<file path="src/rtl/emc_pkg.sv">
`timescale 1ns/1ps
package emc_pkg;
  typedef enum logic [1:0] {
    ST_IDLE   = 2'd0,
    ST_SETUP  = 2'd1,
    ST_STROBE = 2'd2,
    ST_HOLD   = 2'd3
  } emc_state_e;
endpackage

</file>
<file path="src/rtl/emc_region_match.sv">
`timescale 1ns/1ps
module emc_region_match #(
  parameter int AW = 20
) (
  input  logic [AW-1:0] addr,
  input  logic [AW-1:0] base,
  input  logic [AW-1:0] mask,
  input  logic          en,
  output logic          hit
);
  assign hit = en && ((addr & mask) == base);
endmodule

</file>
<file path="src/rtl/emc_wait_ctr.sv">
`timescale 1ns/1ps
module emc_wait_ctr #(
  parameter int WAIT_W   = 5,
  parameter int WAIT_MAX = 30
) (
  input  logic              clk,
  input  logic              rst,
  input  logic              load,
  input  logic [WAIT_W-1:0] load_val,
  input  logic              dec,
  output logic              zero
);
  localparam logic [WAIT_W-1:0] LIM = WAIT_W'(WAIT_MAX);

  logic [WAIT_W-1:0] cnt;

  always_ff @(posedge clk) begin
    if (rst)
      cnt <= '0;
    else if (load)
      cnt <= (load_val > LIM) ? LIM : load_val;
    else if (dec && cnt != '0)
      cnt <= cnt - 1'b1;
  end

  assign zero = (cnt == '0);

  // the wait count never exceeds the supported maximum
  a_r3_cnt_bound: assert property (@(posedge clk) disable iff (rst) cnt <= LIM);
endmodule

</file>
<file path="src/rtl/emc_ctrl.sv">
`timescale 1ns/1ps
module emc_ctrl
  import emc_pkg::*;
#(
  parameter  int AW       = 20,
  parameter  int DW       = 16,
  parameter  int WAIT_MAX = 30,
  parameter  int WAIT_W   = 5,
  parameter  int NRGN     = 2,
  localparam int NCS      = 2 + NRGN
) (
  input  logic               clk,
  input  logic               rst,
  input  logic [WAIT_W-1:0]  cfg_wait,
  input  logic               cfg_drive,
  input  logic [NRGN-1:0]    cfg_rgn_en,
  input  logic [NRGN*AW-1:0] cfg_rgn_base,
  input  logic [NRGN*AW-1:0] cfg_rgn_mask,
  input  logic               req_valid,
  output logic               req_ready,
  input  logic [AW-1:0]      req_addr,
  input  logic [DW-1:0]      req_wdata,
  input  logic               req_write,
  input  logic               req_prog,
  output logic [DW-1:0]      rsp_rdata,
  output logic               rsp_done,
  output logic [AW-1:0]      ext_addr,
  output logic [DW-1:0]      ext_dq_o,
  input  logic [DW-1:0]      ext_dq_i,
  output logic               ext_dq_oe,
  output logic               ext_rd_n,
  output logic               ext_wr_n,
  output logic [NCS-1:0]     ext_cs_n,
  output logic               ext_ctl_oe
);
  emc_state_e     st, st_n;
  logic           accept, we_q, we_nx, wait_zero;
  logic [NRGN-1:0] rgn_hit;
  logic [NCS-1:0] cs_hit;

  for (genvar g = 0; g < NRGN; g++) begin : g_rgn
    emc_region_match #(.AW(AW)) u_match (
      .addr (req_addr),
      .base (cfg_rgn_base[g*AW +: AW]),
      .mask (cfg_rgn_mask[g*AW +: AW]),
      .en   (cfg_rgn_en[g]),
      .hit  (rgn_hit[g])
    );
  end

  assign cs_hit    = {rgn_hit, ~req_prog, req_prog};
  assign req_ready = (st == ST_IDLE);
  assign accept    = req_ready && req_valid;
  assign we_nx     = accept ? req_write : we_q;

  emc_wait_ctr #(.WAIT_W(WAIT_W), .WAIT_MAX(WAIT_MAX)) u_wait (
    .clk      (clk),
    .rst      (rst),
    .load     (accept),
    .load_val (cfg_wait),
    .dec      (st == ST_STROBE),
    .zero     (wait_zero)
  );

  always_comb begin
    st_n = st;
    case (st)
      ST_IDLE:   if (req_valid) st_n = ST_SETUP;
      ST_SETUP:  st_n = ST_STROBE;
      ST_STROBE: if (wait_zero) st_n = ST_HOLD;
      ST_HOLD:   st_n = ST_IDLE;
      default:   st_n = ST_IDLE;
    endcase
  end

  always_ff @(posedge clk) begin
    if (rst) begin
      st         <= ST_IDLE;
      we_q       <= 1'b0;
      ext_addr   <= '0;
      ext_dq_o   <= '0;
      ext_cs_n   <= '1;
      ext_rd_n   <= 1'b1;
      ext_wr_n   <= 1'b1;
      ext_dq_oe  <= 1'b0;
      ext_ctl_oe <= 1'b0;
      rsp_done   <= 1'b0;
      rsp_rdata  <= '0;
    end else begin
      st <= st_n;
      if (accept) begin
        we_q     <= req_write;
        ext_addr <= req_addr;
        ext_dq_o <= req_wdata;
      end
      if (accept)
        ext_cs_n <= ~cs_hit;
      else if (st_n == ST_IDLE)
        ext_cs_n <= '1;
      ext_rd_n   <= !(st_n == ST_STROBE && !we_nx);
      ext_wr_n   <= !(st_n == ST_STROBE && we_nx);
      ext_dq_oe  <= (st_n != ST_IDLE) && we_nx;
      ext_ctl_oe <= (st_n != ST_IDLE) || cfg_drive;
      rsp_done   <= (st_n == ST_HOLD);
      if (st == ST_STROBE && st_n == ST_HOLD && !we_q)
        rsp_rdata <= ext_dq_i;
    end
  end

  // strobes are mutually exclusive
  a_r2_no_dual_strobe: assert property (@(posedge clk) disable iff (rst)
    !(!ext_rd_n && !ext_wr_n));
  // selects already set up when a strobe falls
  a_r2_setup: assert property (@(posedge clk) disable iff (rst)
    ($fell(ext_rd_n) || $fell(ext_wr_n)) |-> ($stable(ext_cs_n) && $stable(ext_addr) && ext_cs_n != '1));
  // selects and address held across the strobe's rising edge
  a_r2_hold: assert property (@(posedge clk) disable iff (rst)
    ($rose(ext_rd_n) || $rose(ext_wr_n)) |-> ($stable(ext_cs_n) && $stable(ext_addr) && ext_cs_n != '1));
  // data pins released while reading
  a_r4_read_hiz: assert property (@(posedge clk) disable iff (rst)
    !ext_rd_n |-> !ext_dq_oe);
  // data pins driven while writing
  a_r5_write_drv: assert property (@(posedge clk) disable iff (rst)
    !ext_wr_n |-> ext_dq_oe);
  // done is one cycle wide
  a_r6_done_pulse: assert property (@(posedge clk) disable iff (rst)
    rsp_done |=> !rsp_done);
  // exactly one space select during a strobe
  a_r7_one_space: assert property (@(posedge clk) disable iff (rst)
    (!ext_rd_n || !ext_wr_n) |-> ($countones(~ext_cs_n[1:0]) == 1));
  // control pins driven during a strobe
  a_r9_ctl_driven: assert property (@(posedge clk) disable iff (rst)
    (!ext_rd_n || !ext_wr_n) |-> ext_ctl_oe);
endmodule

</file>
<file path="config.mk">
export PLATFORM = sky130hd
export DESIGN_NAME = emc_ctrl
export DESIGN_NICKNAME = d
export VERILOG_FILES = /design/src/rtl/emc_pkg.sv /design/src/rtl/emc_region_match.sv /design/src/rtl/emc_wait_ctr.sv /design/src/rtl/emc_ctrl.sv
export SDC_FILE = /design/constraint.sdc
export NUM_CORES = 1
export LEC_CHECK = 0
export ABC_CLOCK_PERIOD_IN_PS = 5900
export BUFFER_PORTS_ARGS = -buffer_cell sky130_fd_sc_hd__buf_4
export CAP_MARGIN = 20
export CORE_AREA = 2 2 87 89
export DETAILED_ROUTE_END_ITERATION = 12
export DIE_AREA = 0 0 89 91
export PLACE_DENSITY = 0.84
export SLEW_MARGIN = 10
export SYNTH_ARGS = -nofsm -noshare
export SYNTH_HDL_FRONTEND = slang
export SYNTH_SLANG_ARGS = --single-unit
</file>
<file path="constraint.sdc">
create_clock -name clk -period 5.9 [get_ports clk]
set_input_delay 0.59 -clock clk [delete_from_list [all_inputs] [get_ports clk]]
set_output_delay 0.59 -clock clk [all_outputs]
set_load 0.02 [all_outputs]
</file>
==> impl_metrics.csv, run 1 <==
group,metric,value,unit
global_route,grt_pass1_wl,15300,um
die,die_height,91,um
clock_tree,cts_tree,"built",
detailed_routing,vias,3299,
logic_synthesis,yosysWarnings,0,
worst_setup_path,crit_type,"reg2reg",
timing,slew_viol_final,0,
die,die_w,89,um
logic_synthesis,synth.distinct_cells,30,
logic_synthesis,yosys.area.top_type_share,0.446,
run_status,outcome,"complete, no violations",
clock_tree,numCtsBuffers,9,
pwr,clkPwrFrac,0.312,
place,hpwl,7800,um
final_layout,diodes,0,
detailed_routing,drtAntennaViolNets,0,
final_layout,fill_cells,613,
logic_synthesis,synth_common_cells,"nand2_1 (116), dfxtp_1 (69), a21oi_1 (42)",
timing,hold_violations,0,
worst_setup_path,critPathRequiredTime,6.09,ns
pwr,swShare,0.298,
pwr,net-switching-power,0.401,mW
timing,fin_setup_tns,0,ns
final_layout,layout-drive-gt1-share,0.383,
die,num_rows,31,
clock_tree,clock_path_buffers,2,
clock_tree,cts-root-buf,"clkbuf_8",
worst_setup_path,cp-start-kind,"flop",
logic_synthesis,synth_edf_count,0,
logic_synthesis,yosysMostFrequentCell,"nand2_1",
logic_synthesis,synth_area,3100,um^2
logic_synthesis,yosys-top-cells-area,"dfxtp_1 (45%), nand2_1 (14%), xnor2_1 (10%)",
global_route,gr-usage-all-layers,0.242,
logic_synthesis,synth_top_flop_cell,"dfxtp_1",
hold_path,hold_class,"reg2reg",
timing,fmax,342,MHz
timing,fin_skew,0.00781,ns
global_route,grt_pass1_vias,3395,
pwr,seqPwrFrac,0.396,
clock_tree,cts_setup_buffers,0,
pwr,vdd_drop_max,0.000165,V
timing,period_needed,2.92,ns
detailed_routing,drt_iter0_drc,99,
clock_tree,ctsHoldBuffers,0,
worst_setup_path,cp.arrival,3.12,ns
final_layout,nNetsFinal,730,
logic_synthesis,ys_seq_area_frac,0.446,
place,dpl_cell_area,4690,um^2
timing,setup_viol,0,
final_layout,seq_area,1380,um^2
place,gp_congestion,0.921,
pwr,power_density,273,nW/um^2
pwr,leakage,2.34,nW
logic_synthesis,postSynthAreaPerCell,8.14,um^2
final_layout,area_growth,58.6,%
global_route,antenna_found_initial,0,
detailed_routing,wirelength,9860,um
final_layout,utilization,0.689,
die,core-area,7140,um^2
timing,min_period_over_period,0.496,
timing,worst_hold_slack,0.456,ns
pwr,p_int,0.943,mW
clock_tree,ctsResizeCount,0,
logic_synthesis,ys_seq_elements,69,
detailed_routing,first_pass_iters,4,
global_route,grt-ovfl-total,0,
detailed_routing,wl_per_cell,14.4,um
die,die_area,8100,um^2
logic_synthesis,synthArstFlopShare,0,
die,start_util,0.434,
die,num_io_pins,207,
detailed_routing,routed_via_density,4.81,
worst_setup_path,endpoint_kind,"flop",
place,port_buffers,206,
worst_setup_path,worstPathMaxFanout,47,
logic_synthesis,synth_nets,529,
job,cap_violations,0,
final_layout,multi_input_area,1610,um^2
clock_tree,clk-insertion-delay-late,0.33,ns
timing,max_slew.worst_pin.slew,0.862,ns
clock_tree,clkTransAtPathRegs,0.07,ns
timing,maxSlewHeadroom,0.424,
pwr,comb_power_share,0.292,
final_layout,design_area,4920,um^2
clock_tree,cts_max_level,3,
detailed_routing,drc,0,
logic_synthesis,postSynthCellCount,381,
clock_tree,cts_sinks,69,
global_route,grt_max_degree,66,
timing,rsz0062_at_grt,"false",
logic_synthesis,synth_top_area_cell,"dfxtp_1",
-- state kept, by name, indices dropped and copies added (netlist names) --
register	count
rsp_rdata	16
ext_dq_oe	1
ext_ctl_oe	1
u_wait.cnt	5
rsp_done	1
ext_wr_n	1
ext_addr	20
ext_cs_n	4
st	2
ext_rd_n	1
ext_dq_o	16
we_q	1
-- cells by family (layout without fill, tap and decap cells) --
group,Yosys count,count (layout),synth area share
buf+inv,24,230,0.0367
compound gates,56,56,0.104
xor+xnor,43,43,0.121
fa+ha+maj,3,3,0.0121
mux,17,17,0.0549
flops,69,69,0.446
simple gates,169,169,0.226
-- cell usage in the layout (no fill, tap or decap) --
| cell | count |
|---|---|
| buf_4 | 207 |
| clkinv_4 | 1 |
| a2bb2oi_1 | 1 |
| inv_1 | 6 |
| bufinv_16 | 2 |
| xnor2_1 | 36 |
| clkbuf_1 | 3 |
| or4b_4 | 1 |
| a211oi_1 | 3 |
| o31a_1 | 1 |
| nand4_1 | 5 |
| xor2_1 | 7 |
| and2_1 | 1 |
| and2_2 | 1 |
| nand2_2 | 1 |
| nand4b_1 | 1 |
| clkbuf_8 | 10 |
| o22a_1 | 1 |
| o32a_1 | 2 |
| nor2_1 | 27 |
| o21bai_1 | 1 |
| buf_6 | 1 |
| nand2_1 | 115 |
| nor3_1 | 3 |
| a21oi_1 | 42 |
| dfxtp_1 | 69 |
| mux2i_1 | 17 |
| ha_1 | 3 |
| nor4_1 | 8 |
| o21ai_0 | 3 |
| a21boi_0 | 1 |
| nand3_1 | 6 |
| o211ai_2 | 1 |
-- routing by layer --
layer,global-route usage,share of wire
met5,0,0
met1,0.258,0.38
met4,0.0896,0.022
met2,0.453,0.53
met3,0.0536,0.071
-- final timing paths --
check	startpoint	to	slack [ns]	depth (start not counted)
setup / recovery	st[0]$_SDFF_PP0_	rsp_rdata[0]$_SDFFE_PP0P_	2.98	8
hold reg to reg	ext_addr[10]$_SDFFE_PP0P_	ext_addr[10]$_SDFFE_PP0P_	0.46	2
hold / removal	ext_addr[10]$_SDFFE_PP0P_	ext_addr[10]$_SDFFE_PP0P_	0.46	2
setup reg to reg	st[0]$_SDFF_PP0_	rsp_rdata[0]$_SDFFE_PP0P_	2.98	8
-- power groups by stage --
stage / clock network, mW / registers (mW) / logic [mW]
after floorplan: 0 / 0.580 / 0.174
after global placement: 0 / 0.540 / 0.381
after detailed placement: 0 / 0.542 / 0.389
after CTS: 0.425 / 0.532 / 0.392
after global routing: 0.446 / 0.537 / 0.427
final: 0.419 / 0.532 / 0.392
-- metrics by stage --
step	worst slack, ns	power (mW)	instances
2_1_floorplan	4.03	0.754	381
3_3_place_gp	2.96	0.920	669
3_5_place_dp	2.76	0.932	669
4_1_cts	2.74	1.35	685
5_1_grt	2.73	1.41	686
6_report	2.98	1.34	686
-- critical path, stage by stage, from the launching register on --
cell	delay [ns]
dfxtp_1	0.32
inv_1	0.13
ha_1	0.36
nand2_2	0.56
o211ai_2	0.24
nand4b_1	0.57
buf_6	0.37
mux2i_1	0.17
nor2_1	0.06
-- final cells by class --
cell class | instances | area share
Sequential cell | 69 | 0.281
Clock buffer | 13 | 0.0303
Multi-Input combinational cell | 288 | 0.327
Timing Repair Buffer | 208 | 0.318
Clock inverter | 3 | 0.0140
Tap cell | 99 | 0.0252
Inverter | 6 | 0.00458
Note: power is estimated with default switching activity, not from simulation.
==> run 2, diff against run 1 <==
--- a/config.mk
+++ b/config.mk
@@ -5,13 +5,14 @@
 export SDC_FILE = /design/constraint.sdc
 export NUM_CORES = 1
 export LEC_CHECK = 0
-export ABC_CLOCK_PERIOD_IN_PS = 5900
+export ABC_AREA = 1
+export ABC_CLOCK_PERIOD_IN_PS = 2800
 export BUFFER_PORTS_ARGS = -buffer_cell sky130_fd_sc_hd__buf_4
 export CAP_MARGIN = 20
-export CORE_AREA = 2 2 87 89
+export CORE_AREA = 2 2 94 96
 export DETAILED_ROUTE_END_ITERATION = 12
-export DIE_AREA = 0 0 89 91
-export PLACE_DENSITY = 0.84
+export DIE_AREA = 0 0 96 98
+export PLACE_DENSITY = 0.8
 export SLEW_MARGIN = 10
 export SYNTH_ARGS = -nofsm -noshare
 export SYNTH_HDL_FRONTEND = slang
==> constraint.sdc (replaced) <==
create_clock -name clk -period 2.8 [get_ports clk]
set_input_delay 0.28 -clock clk [delete_from_list [all_inputs] [get_ports clk]]
set_output_delay 0.28 -clock clk [all_outputs]
set_load 0.02 [all_outputs]
==> impl_metrics.csv, run 2 <==
group,metric,value,unit
run_status,outcome,"complete, no violations",
worst_setup_path,critical_path_depth,9,
place,gp_congestion,0.899,
die,core-area,8470,um^2
logic_synthesis,yosysMostFrequentCell,"nand2_1",
pwr,power_density,611,nW/um^2
logic_synthesis,synth.distinct_cells,30,
timing,fin_skew,0.00729,ns
logic_synthesis,synth_nets,696,
final_layout,area_growth,51.2,%
detailed_routing,routed.top_layer,"met4",
timing,rsz0062_at_grt,"false",
clock_tree,cts-root-buf,"clkbuf_8",
detailed_routing,wirelength,11700,um
worst_setup_path,critPathRequiredTime,3.02,ns
timing,max_slew.worst_pin.slew,0.507,ns
logic_synthesis,yosys.area.top_type_share,0.382,
timing,slew_viol_final,0,
worst_setup_path,path_delay_family,"simple AND/OR/NAND/NOR gates",
die,start_util,0.427,
logic_synthesis,postSynthCellCount,548,
clock_tree,cts_tree,"built",
final_layout,layout-drive-gt1-share,0.359,
die,die_height,98,um
detailed_routing,first_pass_iters,4,
global_route,grt_max_degree,48,
die,num_io_pins,207,
final_layout,nNetsFinal,899,
place,hpwl,9450,um
pwr,power,3.34,mW
hold_path,min_path_cells,3,
worst_setup_path,cp.arrival,2.12,ns
worst_setup_path,path_cells,"inv_1, ha_1, nand2_1, inv_2, nor2_4, nand2_4, nand2_4, nand2_1, a21oi_1",
logic_synthesis,ys_seq_area_frac,0.382,
logic_synthesis,synthArstFlopShare,0,
final_layout,final_cell_mix,"buf_4 (210), nand2_1 (144), nor2_1 (106), dfxtp_1 (69), nand3_1 (51)",
worst_setup_path,slowest_delay,0.34,ns
logic_synthesis,synth_area,3610,um^2
logic_synthesis,yosys-top-cells-area,"dfxtp_1 (38%), nand2_1 (15%), nor2_1 (11%)",
worst_setup_path,ff2ff_path_depth,9,
place,port_buffers,206,
timing,setup_viol,0,
worst_setup_path,crit_type,"reg2reg",
timing,hold_violations,0,
clock_tree,clk-insertion-delay-late,0.33,ns
global_route,grt_pass1_vias,4086,
final_layout,reg.largest.list,"ext_addr (20), ext_dq_o (16), rsp_rdata (16)",
logic_synthesis,yosysWarnings,0,
final_layout,final_common_cell,"buf_4",
place,dpl_cell_area,5230,um^2
worst_setup_path,cp-start-kind,"flop",
clock_tree,cts_sinks,69,
logic_synthesis,synth_top_flop_cell,"dfxtp_1",
die,die_area,9410,um^2
final_layout,top_register,"ext_addr",
timing,fmax,525,MHz
hold_path,worstHoldStart,"req_wdata[13]",
logic_synthesis,synth_edf_count,0,
final_layout,largest_reg_flops,20,
detailed_routing,routed_via_density,4.89,
clock_tree,ctsResizeCount,0,
detailed_routing,drt_iter0_drc,146,
worst_setup_path,reg2reg_slack,0.89,ns
global_route,grt-ovfl-total,0,
logic_synthesis,synth_top_area_cell,"dfxtp_1",
clock_tree,clock_path_buffers,2,
pwr,vdd_drop_max,0.000284,V
timing,period_needed,1.91,ns
hold_path,holdPathEnd,"ext_dq_o[13]$_SDFFE_PP0P_",
die,die_w,96,um
final_layout,design_area,5460,um^2
timing,min_period_over_period,0.681,
worst_setup_path,worstSetupStartpoint,"st[0]$_SDFF_PP0_",
global_route,gr-usage-all-layers,0.248,
worst_setup_path,reg2reg_to,"rsp_rdata[15]$_SDFFE_PP0P_",
worst_setup_path,endpoint_kind,"flop",
detailed_routing,wl_met3,859,um
worst_setup_path,worstPathMaxFanout,24,
clock_tree,numCtsBuffers,9,
worst_setup_path,worst-path-buf-inv,2,
detailed_routing,drtAntennaViolNets,0,
worst_setup_path,critical-path-slowest-cell,"inv_2",
global_route,grt_pass1_wl,18200,um
clock_tree,cts_setup_buffers,0,
detailed_routing,wl_met2,6150,um
clock_tree,ctsHoldBuffers,0,
timing,fin_setup_tns,0,ns
worst_setup_path,reg2reg_from,"st[0]$_SDFF_PP0_",
clock_tree,clkTransAtPathRegs,0.08,ns
final_layout,fill_cells,787,
detailed_routing,met1_length,4570,um
detailed_routing,vias,4222,
clock_tree,cts_max_level,3,
timing,maxSlewHeadroom,0.662,
logic_synthesis,postSynthAreaPerCell,6.60,um^2
global_route,antenna_found_initial,0,
job,cap_violations,0,
detailed_routing,drc,0,
logic_synthesis,synth_common_cells,"nand2_1 (144), nor2_1 (106), dfxtp_1 (69)",
logic_synthesis,ys_seq_elements,69,
final_layout,diodes,0,
detailed_routing,wl_per_cell,13.6,um
hold_path,hold_class,"in2reg",
pwr,leakage,2.78,nW
die,num_rows,34,
run 2: logic make-up after synthesis:
logic type,synth area share
AND/OR/NAND/NOR,0.413
AO/OA/AOI/OAI,0.111
flip-flops,0.382
buffers and inverters,0.0761
adder cells (fa/ha/maj),0.0104
multiplexers,0.00554
XOR/XNOR,0.00242
run 2: per-layer routing:
layer	track usage	up-vias
met5	0	-
li1	-	2141
met2	0.448	168
met4	0.0912	0
met3	0.0594	12
met1	0.274	1901
run 2: area by class of cell:
type / instances / area [um^2] / area share
sequential: 69 / 1380 / 0.253
clock inverter: 6 / 113 / 0.0206
multi-input combinational: 414 / 1960 / 0.358
clock buffer: 9 / 124 / 0.0227
timing repair buffer: 210 / 1580 / 0.289
inverter: 47 / 176 / 0.0323
tap: 108 / 135 / 0.0247
run 2: worst min-delay path, stage by stage:
cell and delay [ns]:
buf_4 0.07, o21ai_0 0.07, nor2_1 0.07
run 2: worst max-delay path by stage:
| stage | endpoint |
|---|---|
| 2_1_floorplan | ext_cs_n[2]$_SDFFE_PP1P_ |
| 3_3_place_gp | rsp_rdata[1]$_SDFFE_PP0P_ |
| 3_5_place_dp | rsp_rdata[15]$_SDFFE_PP0P_ |
| 4_1_cts | rsp_rdata[15]$_SDFFE_PP0P_ |
| 5_1_grt | rsp_rdata[15]$_SDFFE_PP0P_ |
| 6_report | rsp_rdata[15]$_SDFFE_PP0P_ |
run 2: report_power, final:
group / internal (mW) / switching, mW
sequential: 1.12 / 0.0782
combinational: 0.484 / 0.683
clock: 0.588 / 0.387
total: 2.19 / 1.15
run 2: through the flow:
step | worst slack [ns] | instances | hold slack, ns | utilization
after floorplan | 1.18 | 548 | 0.364 | -
after global placement | 0.976 | 848 | 0.450 | 0.617
after detailed placement | 0.895 | 848 | 0.460 | 0.617
after CTS | 0.880 | 863 | 0.176 | 0.645
after global routing | 0.738 | 863 | 0.198 | 0.645
final | 0.894 | 863 | 0.185 | 0.645
